[config.mk]
export PLATFORM = sky130hd
export DESIGN_NAME = fb_line_unpack
export DESIGN_NICKNAME = d
export VERILOG_FILES = /design/src/rtl/fbu_pkg.sv /design/src/rtl/fbu_line_geom.sv /design/src/rtl/fbu_word_order.sv /design/src/rtl/fbu_pix_fmt.sv /design/src/rtl/fb_line_unpack.sv
export SDC_FILE = /design/constraint.sdc
export NUM_CORES = 1
export LEC_CHECK = 0
export BUFFER_PORTS_ARGS = -buffer_cell sky130_fd_sc_hd__buf_2
export CORE_UTILIZATION = 56
export DETAILED_ROUTE_END_ITERATION = 6
export GPL_ROUTABILITY_DRIVEN = 0
export GPL_TIMING_DRIVEN = 0
export PLACE_DENSITY = 0.85
export SETUP_SLACK_MARGIN = 0.4
export SYNTH_ARGS = -nofsm -noshare
export SYNTH_HDL_FRONTEND = slang
export SYNTH_SLANG_ARGS = --single-unit
[constraint.sdc]
create_clock -name clk_i -period 4.5 [get_ports clk_i]
set_input_delay 0.225 -clock clk_i [delete_from_list [all_inputs] [get_ports clk_i]]
set_output_delay 0.225 -clock clk_i [all_outputs]
set_load 0.05 [all_outputs]
[src/rtl/fbu_pkg.sv]
`timescale 1ns/1ps
package fbu_pkg;

  localparam int WORD_W = 32;
  localparam int PIX_W  = 24;

  typedef enum logic [1:0] {
    ORD_LE      = 2'd0,
    ORD_PIX_HI  = 2'd1,
    ORD_BYTE_HI = 2'd2
  } order_e;

  // codes above 5 fold to 8 bits per pixel
  function automatic logic [2:0] norm_depth(input logic [2:0] d);
    return (d > 3'd5) ? 3'd3 : d;
  endfunction

  function automatic logic [5:0] bits_of(input logic [2:0] nd);
    case (nd)
      3'd0:    return 6'd1;
      3'd1:    return 6'd2;
      3'd2:    return 6'd4;
      3'd4:    return 6'd16;
      3'd5:    return 6'd32;
      default: return 6'd8;
    endcase
  endfunction

  function automatic logic [5:0] per_word(input logic [2:0] nd);
    case (nd)
      3'd0:    return 6'd32;
      3'd1:    return 6'd16;
      3'd2:    return 6'd8;
      3'd4:    return 6'd2;
      3'd5:    return 6'd1;
      default: return 6'd4;
    endcase
  endfunction

  // byte reversal beats pixel order
  function automatic order_e pick_order(input logic byte_be, input logic pix_be);
    if (byte_be)     return ORD_BYTE_HI;
    else if (pix_be) return ORD_PIX_HI;
    else             return ORD_LE;
  endfunction

  // reverse the order of sub-byte fields so the first pixel lands in the low bits
  function automatic logic [7:0] rev_fields(input logic [7:0] b, input logic [2:0] nd);
    logic [7:0] r;
    case (nd)
      3'd0: for (int i = 0; i < 8; i++) r[i] = b[7-i];
      3'd1: r = {b[1:0], b[3:2], b[5:4], b[7:6]};
      3'd2: r = {b[3:0], b[7:4]};
      default: r = b;
    endcase
    return r;
  endfunction

endpackage

[src/rtl/fbu_line_geom.sv]
`timescale 1ns/1ps
module fbu_line_geom #(
  parameter int COL_W  = 12,
  parameter int ADDR_W = 32
) (
  input  logic [COL_W-1:0]  cols_i,
  input  logic [2:0]        nd_i,
  input  logic [ADDR_W-1:0] base_i,
  output logic [COL_W+1:0]  line_bytes_o,
  output logic [ADDR_W-1:0] base_o
);
  localparam int LB_W = COL_W + 2;
  localparam logic [ADDR_W-1:0] ALIAS = ADDR_W'(1) << (ADDR_W - 1);

  logic [LB_W-1:0] cols_ext;
  assign cols_ext = LB_W'(cols_i);

  always_comb begin
    case (nd_i)
      3'd0:    line_bytes_o = cols_ext >> 3;
      3'd1:    line_bytes_o = cols_ext >> 2;
      3'd2:    line_bytes_o = cols_ext >> 1;
      3'd4:    line_bytes_o = cols_ext << 1;
      3'd5:    line_bytes_o = cols_ext << 2;
      default: line_bytes_o = cols_ext;
    endcase
  end

  assign base_o = (base_i > ALIAS) ? (base_i - ALIAS) : base_i;


  always_comb begin
    base_not_grow_chk: assert (base_o <= base_i);
  end

endmodule

[src/rtl/fbu_word_order.sv]
`timescale 1ns/1ps
module fbu_word_order
  import fbu_pkg::*;
(
  input  logic [WORD_W-1:0] word_i,
  input  logic [2:0]        nd_i,
  input  order_e            ord_i,
  output logic [WORD_W-1:0] word_o
);
  localparam int NBYTES = WORD_W / 8;

  for (genvar k = 0; k < NBYTES; k++) begin : g_byte
    logic [7:0] same_b, swap_b;
    assign same_b = word_i[8*k +: 8];
    assign swap_b = word_i[8*(NBYTES-1-k) +: 8];
    always_comb begin
      case (ord_i)
        ORD_PIX_HI:  word_o[8*k +: 8] = rev_fields(same_b, nd_i);
        ORD_BYTE_HI: word_o[8*k +: 8] = rev_fields(swap_b, nd_i);
        default:     word_o[8*k +: 8] = same_b;
      endcase
    end
  end

endmodule

[src/rtl/fbu_pix_fmt.sv]
`timescale 1ns/1ps
module fbu_pix_fmt
  import fbu_pkg::*;
(
  input  logic [PIX_W-1:0] raw_i,
  input  logic [2:0]       nd_i,
  input  logic             swap_rb_i,
  output logic [PIX_W-1:0] pix_o,
  output logic             direct_o
);
  logic [4:0] h0, h1, h2;
  logic [7:0] w0, w1, w2;

  assign h0 = raw_i[4:0];
  assign h1 = raw_i[9:5];
  assign h2 = raw_i[14:10];
  assign w0 = raw_i[7:0];
  assign w1 = raw_i[15:8];
  assign w2 = raw_i[23:16];

  always_comb begin
    direct_o = 1'b1;
    case (nd_i)
      3'd4: pix_o = swap_rb_i ? {h2, 3'b0, h1, 3'b0, h0, 3'b0}
                              : {h0, 3'b0, h1, 3'b0, h2, 3'b0};
      3'd5: pix_o = swap_rb_i ? {w2, w1, w0} : {w0, w1, w2};
      default: begin
        direct_o = 1'b0;
        pix_o    = {16'b0, w0};
      end
    endcase
  end

endmodule

[src/rtl/fb_line_unpack.sv]
`timescale 1ns/1ps
module fb_line_unpack
  import fbu_pkg::*;
#(
  parameter int COL_W  = 12,
  parameter int ADDR_W = 32
) (
  input  logic              clk_i,
  input  logic              rst_ni,
  input  logic              en_i,
  input  logic              pwr_i,
  input  logic [2:0]        depth_i,
  input  logic              swap_rb_i,
  input  logic              byte_be_i,
  input  logic              pix_be_i,
  input  logic [COL_W-1:0]  cols_i,
  input  logic [ADDR_W-1:0] base_i,
  output logic [ADDR_W-1:0] base_o,
  output logic [COL_W+1:0]  line_bytes_o,
  input  logic [31:0]       word_i,
  input  logic              word_valid_i,
  output logic              word_ready_o,
  output logic [23:0]       pix_o,
  output logic              pix_direct_o,
  output logic              pix_last_o,
  output logic              pix_valid_o,
  input  logic              pix_ready_i
);
  localparam logic [COL_W-1:0] COL_ONE = COL_W'(1);

  logic              on;
  logic [2:0]        nd;
  order_e            ord;
  logic [5:0]        bits, ppw;
  logic [WORD_W-1:0] ordered, mask, raw;

  logic              have_q;
  logic [WORD_W-1:0] sh_q;
  logic [5:0]        left_q;
  logic [COL_W-1:0]  col_q;

  logic line_end, word_end, pix_fire, drain, word_fire;

  assign on   = en_i & pwr_i;
  assign nd   = norm_depth(depth_i);
  assign ord  = pick_order(byte_be_i, pix_be_i);
  assign bits = bits_of(nd);
  assign ppw  = per_word(nd);

  fbu_line_geom #(.COL_W(COL_W), .ADDR_W(ADDR_W)) geom_i (
    .cols_i       (cols_i),
    .nd_i         (nd),
    .base_i       (base_i),
    .line_bytes_o (line_bytes_o),
    .base_o       (base_o)
  );

  fbu_word_order order_i (
    .word_i (word_i),
    .nd_i   (nd),
    .ord_i  (ord),
    .word_o (ordered)
  );

  assign mask = (bits == 6'd32) ? '1 : ((WORD_W'(1) << bits) - WORD_W'(1));
  assign raw  = sh_q & mask;

  fbu_pix_fmt fmt_i (
    .raw_i     (raw[PIX_W-1:0]),
    .nd_i      (nd),
    .swap_rb_i (swap_rb_i),
    .pix_o     (pix_o),
    .direct_o  (pix_direct_o)
  );

  assign line_end     = (col_q == (cols_i - COL_ONE));
  assign word_end     = (left_q == 6'd1);
  assign pix_valid_o  = on & have_q;
  assign pix_last_o   = pix_valid_o & line_end;
  assign pix_fire     = pix_valid_o & pix_ready_i;
  // word is finished when its last pixel or the line's last pixel leaves
  assign drain        = pix_fire & (line_end | word_end);
  assign word_ready_o = on & (~have_q | drain);
  assign word_fire    = word_valid_i & word_ready_o;

  always_ff @(posedge clk_i or negedge rst_ni) begin
    if (!rst_ni) begin
      have_q <= 1'b0;
      sh_q   <= '0;
      left_q <= '0;
      col_q  <= '0;
    end else if (!on) begin
      have_q <= 1'b0;
      left_q <= '0;
      col_q  <= '0;
    end else begin
      if (pix_fire) begin
        col_q <= line_end ? '0 : col_q + COL_ONE;
        if (!drain) begin
          sh_q   <= sh_q >> bits;
          left_q <= left_q - 6'd1;
        end
      end
      if (word_fire) begin
        sh_q   <= ordered;
        left_q <= ppw;
        have_q <= 1'b1;
      end else if (drain) begin
        have_q <= 1'b0;
      end
    end
  end


  off_drops_state_chk: assert property (@(posedge clk_i) disable iff (!rst_ni)
    !on |=> !pix_valid_o);


  pix_hold_chk: assert property (@(posedge clk_i) disable iff (!rst_ni)
    pix_valid_o && !pix_ready_i |=> pix_valid_o || !on);


  word_to_pix_chk: assert property (@(posedge clk_i) disable iff (!rst_ni)
    word_fire |=> pix_valid_o || !on);


  left_nonzero_chk: assert property (@(posedge clk_i) disable iff (!rst_ni)
    have_q |-> left_q != 6'd0);

endmodule

==> reports/metrics.csv <==
metric,value,unit
run_status,"finished, violations left",
violated_checks,design-rule violations,
post_synth_num_cell_types,66,
report.final.hold_viol_count,0,
report.final.setup_viol,0,
grt_remaining_overflow,0,
final_cells,1350,
grt_antenna_before_repair,0,
min_path_type,input pin to async pin,
synth-seq-cells,51,
port-buffer-count,154,
grt_first_pass_wirelength,43820,um
setup.reg_to_reg.worst_slack,1650,ps
postSynth.asyncResetShare,100.0,%
timing_worst_slew_pin_value,1126,ps
ctsRootBufferMaster,clkbuf_16,
tritoncts_num_sinks,51,
max-vdd-ir-drop,0.1700,mV
tritoncts,built,
chipHeight,114.5,um
synth_common_cells,"a21oi_1 (131), nor2_1 (105), nand2_1 (95)",
timing.rr.start,col_q[7],
place_inst,1342,
layout_min_cycle_time,3597,ps
yosys.area.top_type_share,18.01,%
via_count_of_the_first_global_routing_pass,8232,
initial_utilization,58.28,%
area.growth.synth_to_final,16.61,%
drt_iter0_drc,1352,
route.detailed.drc,241,
cts.reportedPaths.clkPinSlew,70,ps
timing_max_transition_violations_final,0,
synthesis.area_per_instance,6.949,um^2
maxClockFrequency,0.2780,GHz
dr.pass1.iters,7,
total_setup_buffers_inserted_after_cts,0,
critical_path.startpoint_type,input pin,
clock_latency_on_the_worst_skew_pair,300,ps
synth_seq_area_share,18.01,%
clockBufferDepth,2,
routed_via_density,6.687,
worst_r2r_path_depth,10,
synth_top_cells_by_area,"dfrtp_1 (18%), mux2i_1 (11%), a21oi_1 (9.2%)",
die_x,114.5,um
total_leakage_power,3.552,nW
post_cts_hold_buffer_count,0,
cell_area_synth,7088,um^2
avgRoutedWirePerCell,20.84,um
cellPowerDensity,274.2,nW/um^2
critPathKind,input pin to output port,
timing.critical_path.required,4280,ps
track_usage,43.29,%
synth_ff_type,dfrtp_1,
ioPinCount,162,
floorplan.core_area,12160,um^2
design.final.nets,1274,
netlist.top_cell.by_area,dfrtp_1,
row_count,40,
grt_setup_unrepaired,false,
design.die.area,13110,um^2
reg2reg_to,sh_q[20],
critical_path_peak_fanout,10,
first_element_of_the_critical_path,depth_i[0],
diodes,0,
mappedNetlistNets,1113,
layout_worst_path_cycle_share,79.93,%
fraction_of_layout_cells_with_a_size_suffix_above_1,19.80,%
maximum_number_of_pins_on_one_net_before_global_route_repair,52,
synth-edff-count,0,
finalWirelength,28140,um
hpwl,21300,um
route.antenna.remaining_nets,0,
yosysMostFrequentCell,a21oi_1,
slew_headroom,24.95,%
fin_setup_tns,0,ps
skew,6.580,ps
timing.critical_path.to_type,output port,
max_cap_viol_count,0,
vias,9027,
ys.warnings.count,0,
post_cts_resize_count,0,
arrival,3370,ps
synthCells,1020,
cts_h_tree_lvls,2,
finish.utilization,67.96,%
cts_buffers,5,
[cells in the final DEF (no fill, tap or decap), types with 6 or more instances in the layout]
cell,instances
a221oi_1,6
mux2i_1,78
a21oi_1,131
o211ai_1,35
nand2_1,95
xnor2_1,9
buf_2,166
buf_4,37
nor2_1,105
and3_1,16
mux2_2,11
clkbuf_1,62
inv_1,16
nand3_1,19
nor3_1,13
dfrtp_1,51
nor2b_1,22
o22ai_1,13
buf_1,14
nor4_1,10
a211oi_1,45
o21ai_0,76
nand2b_1,19
a31oi_1,11
o22a_1,11
o21ai_1,15
a22oi_1,11
xor2_1,8
[worst max-delay path by stage]
| stage | endpoint | slack [ps] | cells after the start |
|---|---|---|---|
| final | pix_o[12] | 900 | 9 |
| after global routing | pix_o[12] | 750 | 9 |
| after CTS | pix_o[12] | 1060 | 9 |
| after detailed placement | pix_o[12] | 1070 | 9 |
| after global placement | pix_o[12] | 1120 | 9 |
| after floorplan | pix_last_o | 980 | 8 |
[power breakdown]
part	internal [mW]	total (mW)	switching, mW	leakage, nW
registers	0.526	0.688	0.162	0.651
clock network	0.323	0.509	0.186	0.0959
logic	0.369	1.07	0.700	2.80
total	1.22	2.27	1.05	3.55
[stage by stage]
| step | hold WS [ps] | cell area [um^2] | power (mW) | setup slack, ps |
|---|---|---|---|---|
| after floorplan | -70.59 | 7088 | 1.359 | 984.0 |
| after global placement | 487.9 | 8069 | 1.674 | 1118 |
| after detailed placement | 490.3 | 8069 | 1.689 | 1069 |
| after CTS | 176.1 | 8265 | 2.195 | 1063 |
| after global routing | 230.7 | 8265 | 2.344 | 754.9 |
| final | 140.7 | 8265 | 2.267 | 903.3 |
[cell families (layout without fill, tap and decap cells)]
kind of cell	after synthesis	in the layout	share of synthesized area (%)
buffers and inverters	143	305	9.850
xor gates and xnor gates	18	18	2.330
other	1	1	0.05291
muxes	92	92	13.72
and+or+nand+nor	330	330	22.14
adders and majority gates	5	5	0.8826
DFF	51	51	18.01
AOI/OAI and AO/OA	380	380	33.03
[registers in the layout, indices dropped and copies added, names as in the netlist]
name    count
col_q      12
left_q      6
have_q      1
sh_q       32
[cell type report]
class	instances	area (um^2)
Buffer	126	634.4
Clock buffer	5	125.1
Clock inverter	3	71.32
Fill cell	1091	3896
Inverter	17	63.81
Multi-Input combinational cell	826	5114
Sequential cell	51	1276
Tap cell	168	210.2
Timing Repair Buffer	154	770.7
[critical path, cell delays in order]
cell      delay [ps]
buf_2            190
buf_1            570
clkbuf_1         500
clkbuf_1         490
clkbuf_1         490
clkbuf_1         380
a21oi_1          120
nor2_1           110
buf_2            280
[layer usage]
metal  global-route usage (%)  wire length, um  up-vias
met2                    62.02            11420      817
li1                         -                -     4032
met5                    1.569                0        -
met1                    53.06            10380     3986
met3                    21.49             4663      192
met4                    22.42             1673        0
(Power assumes the default switching activity.)
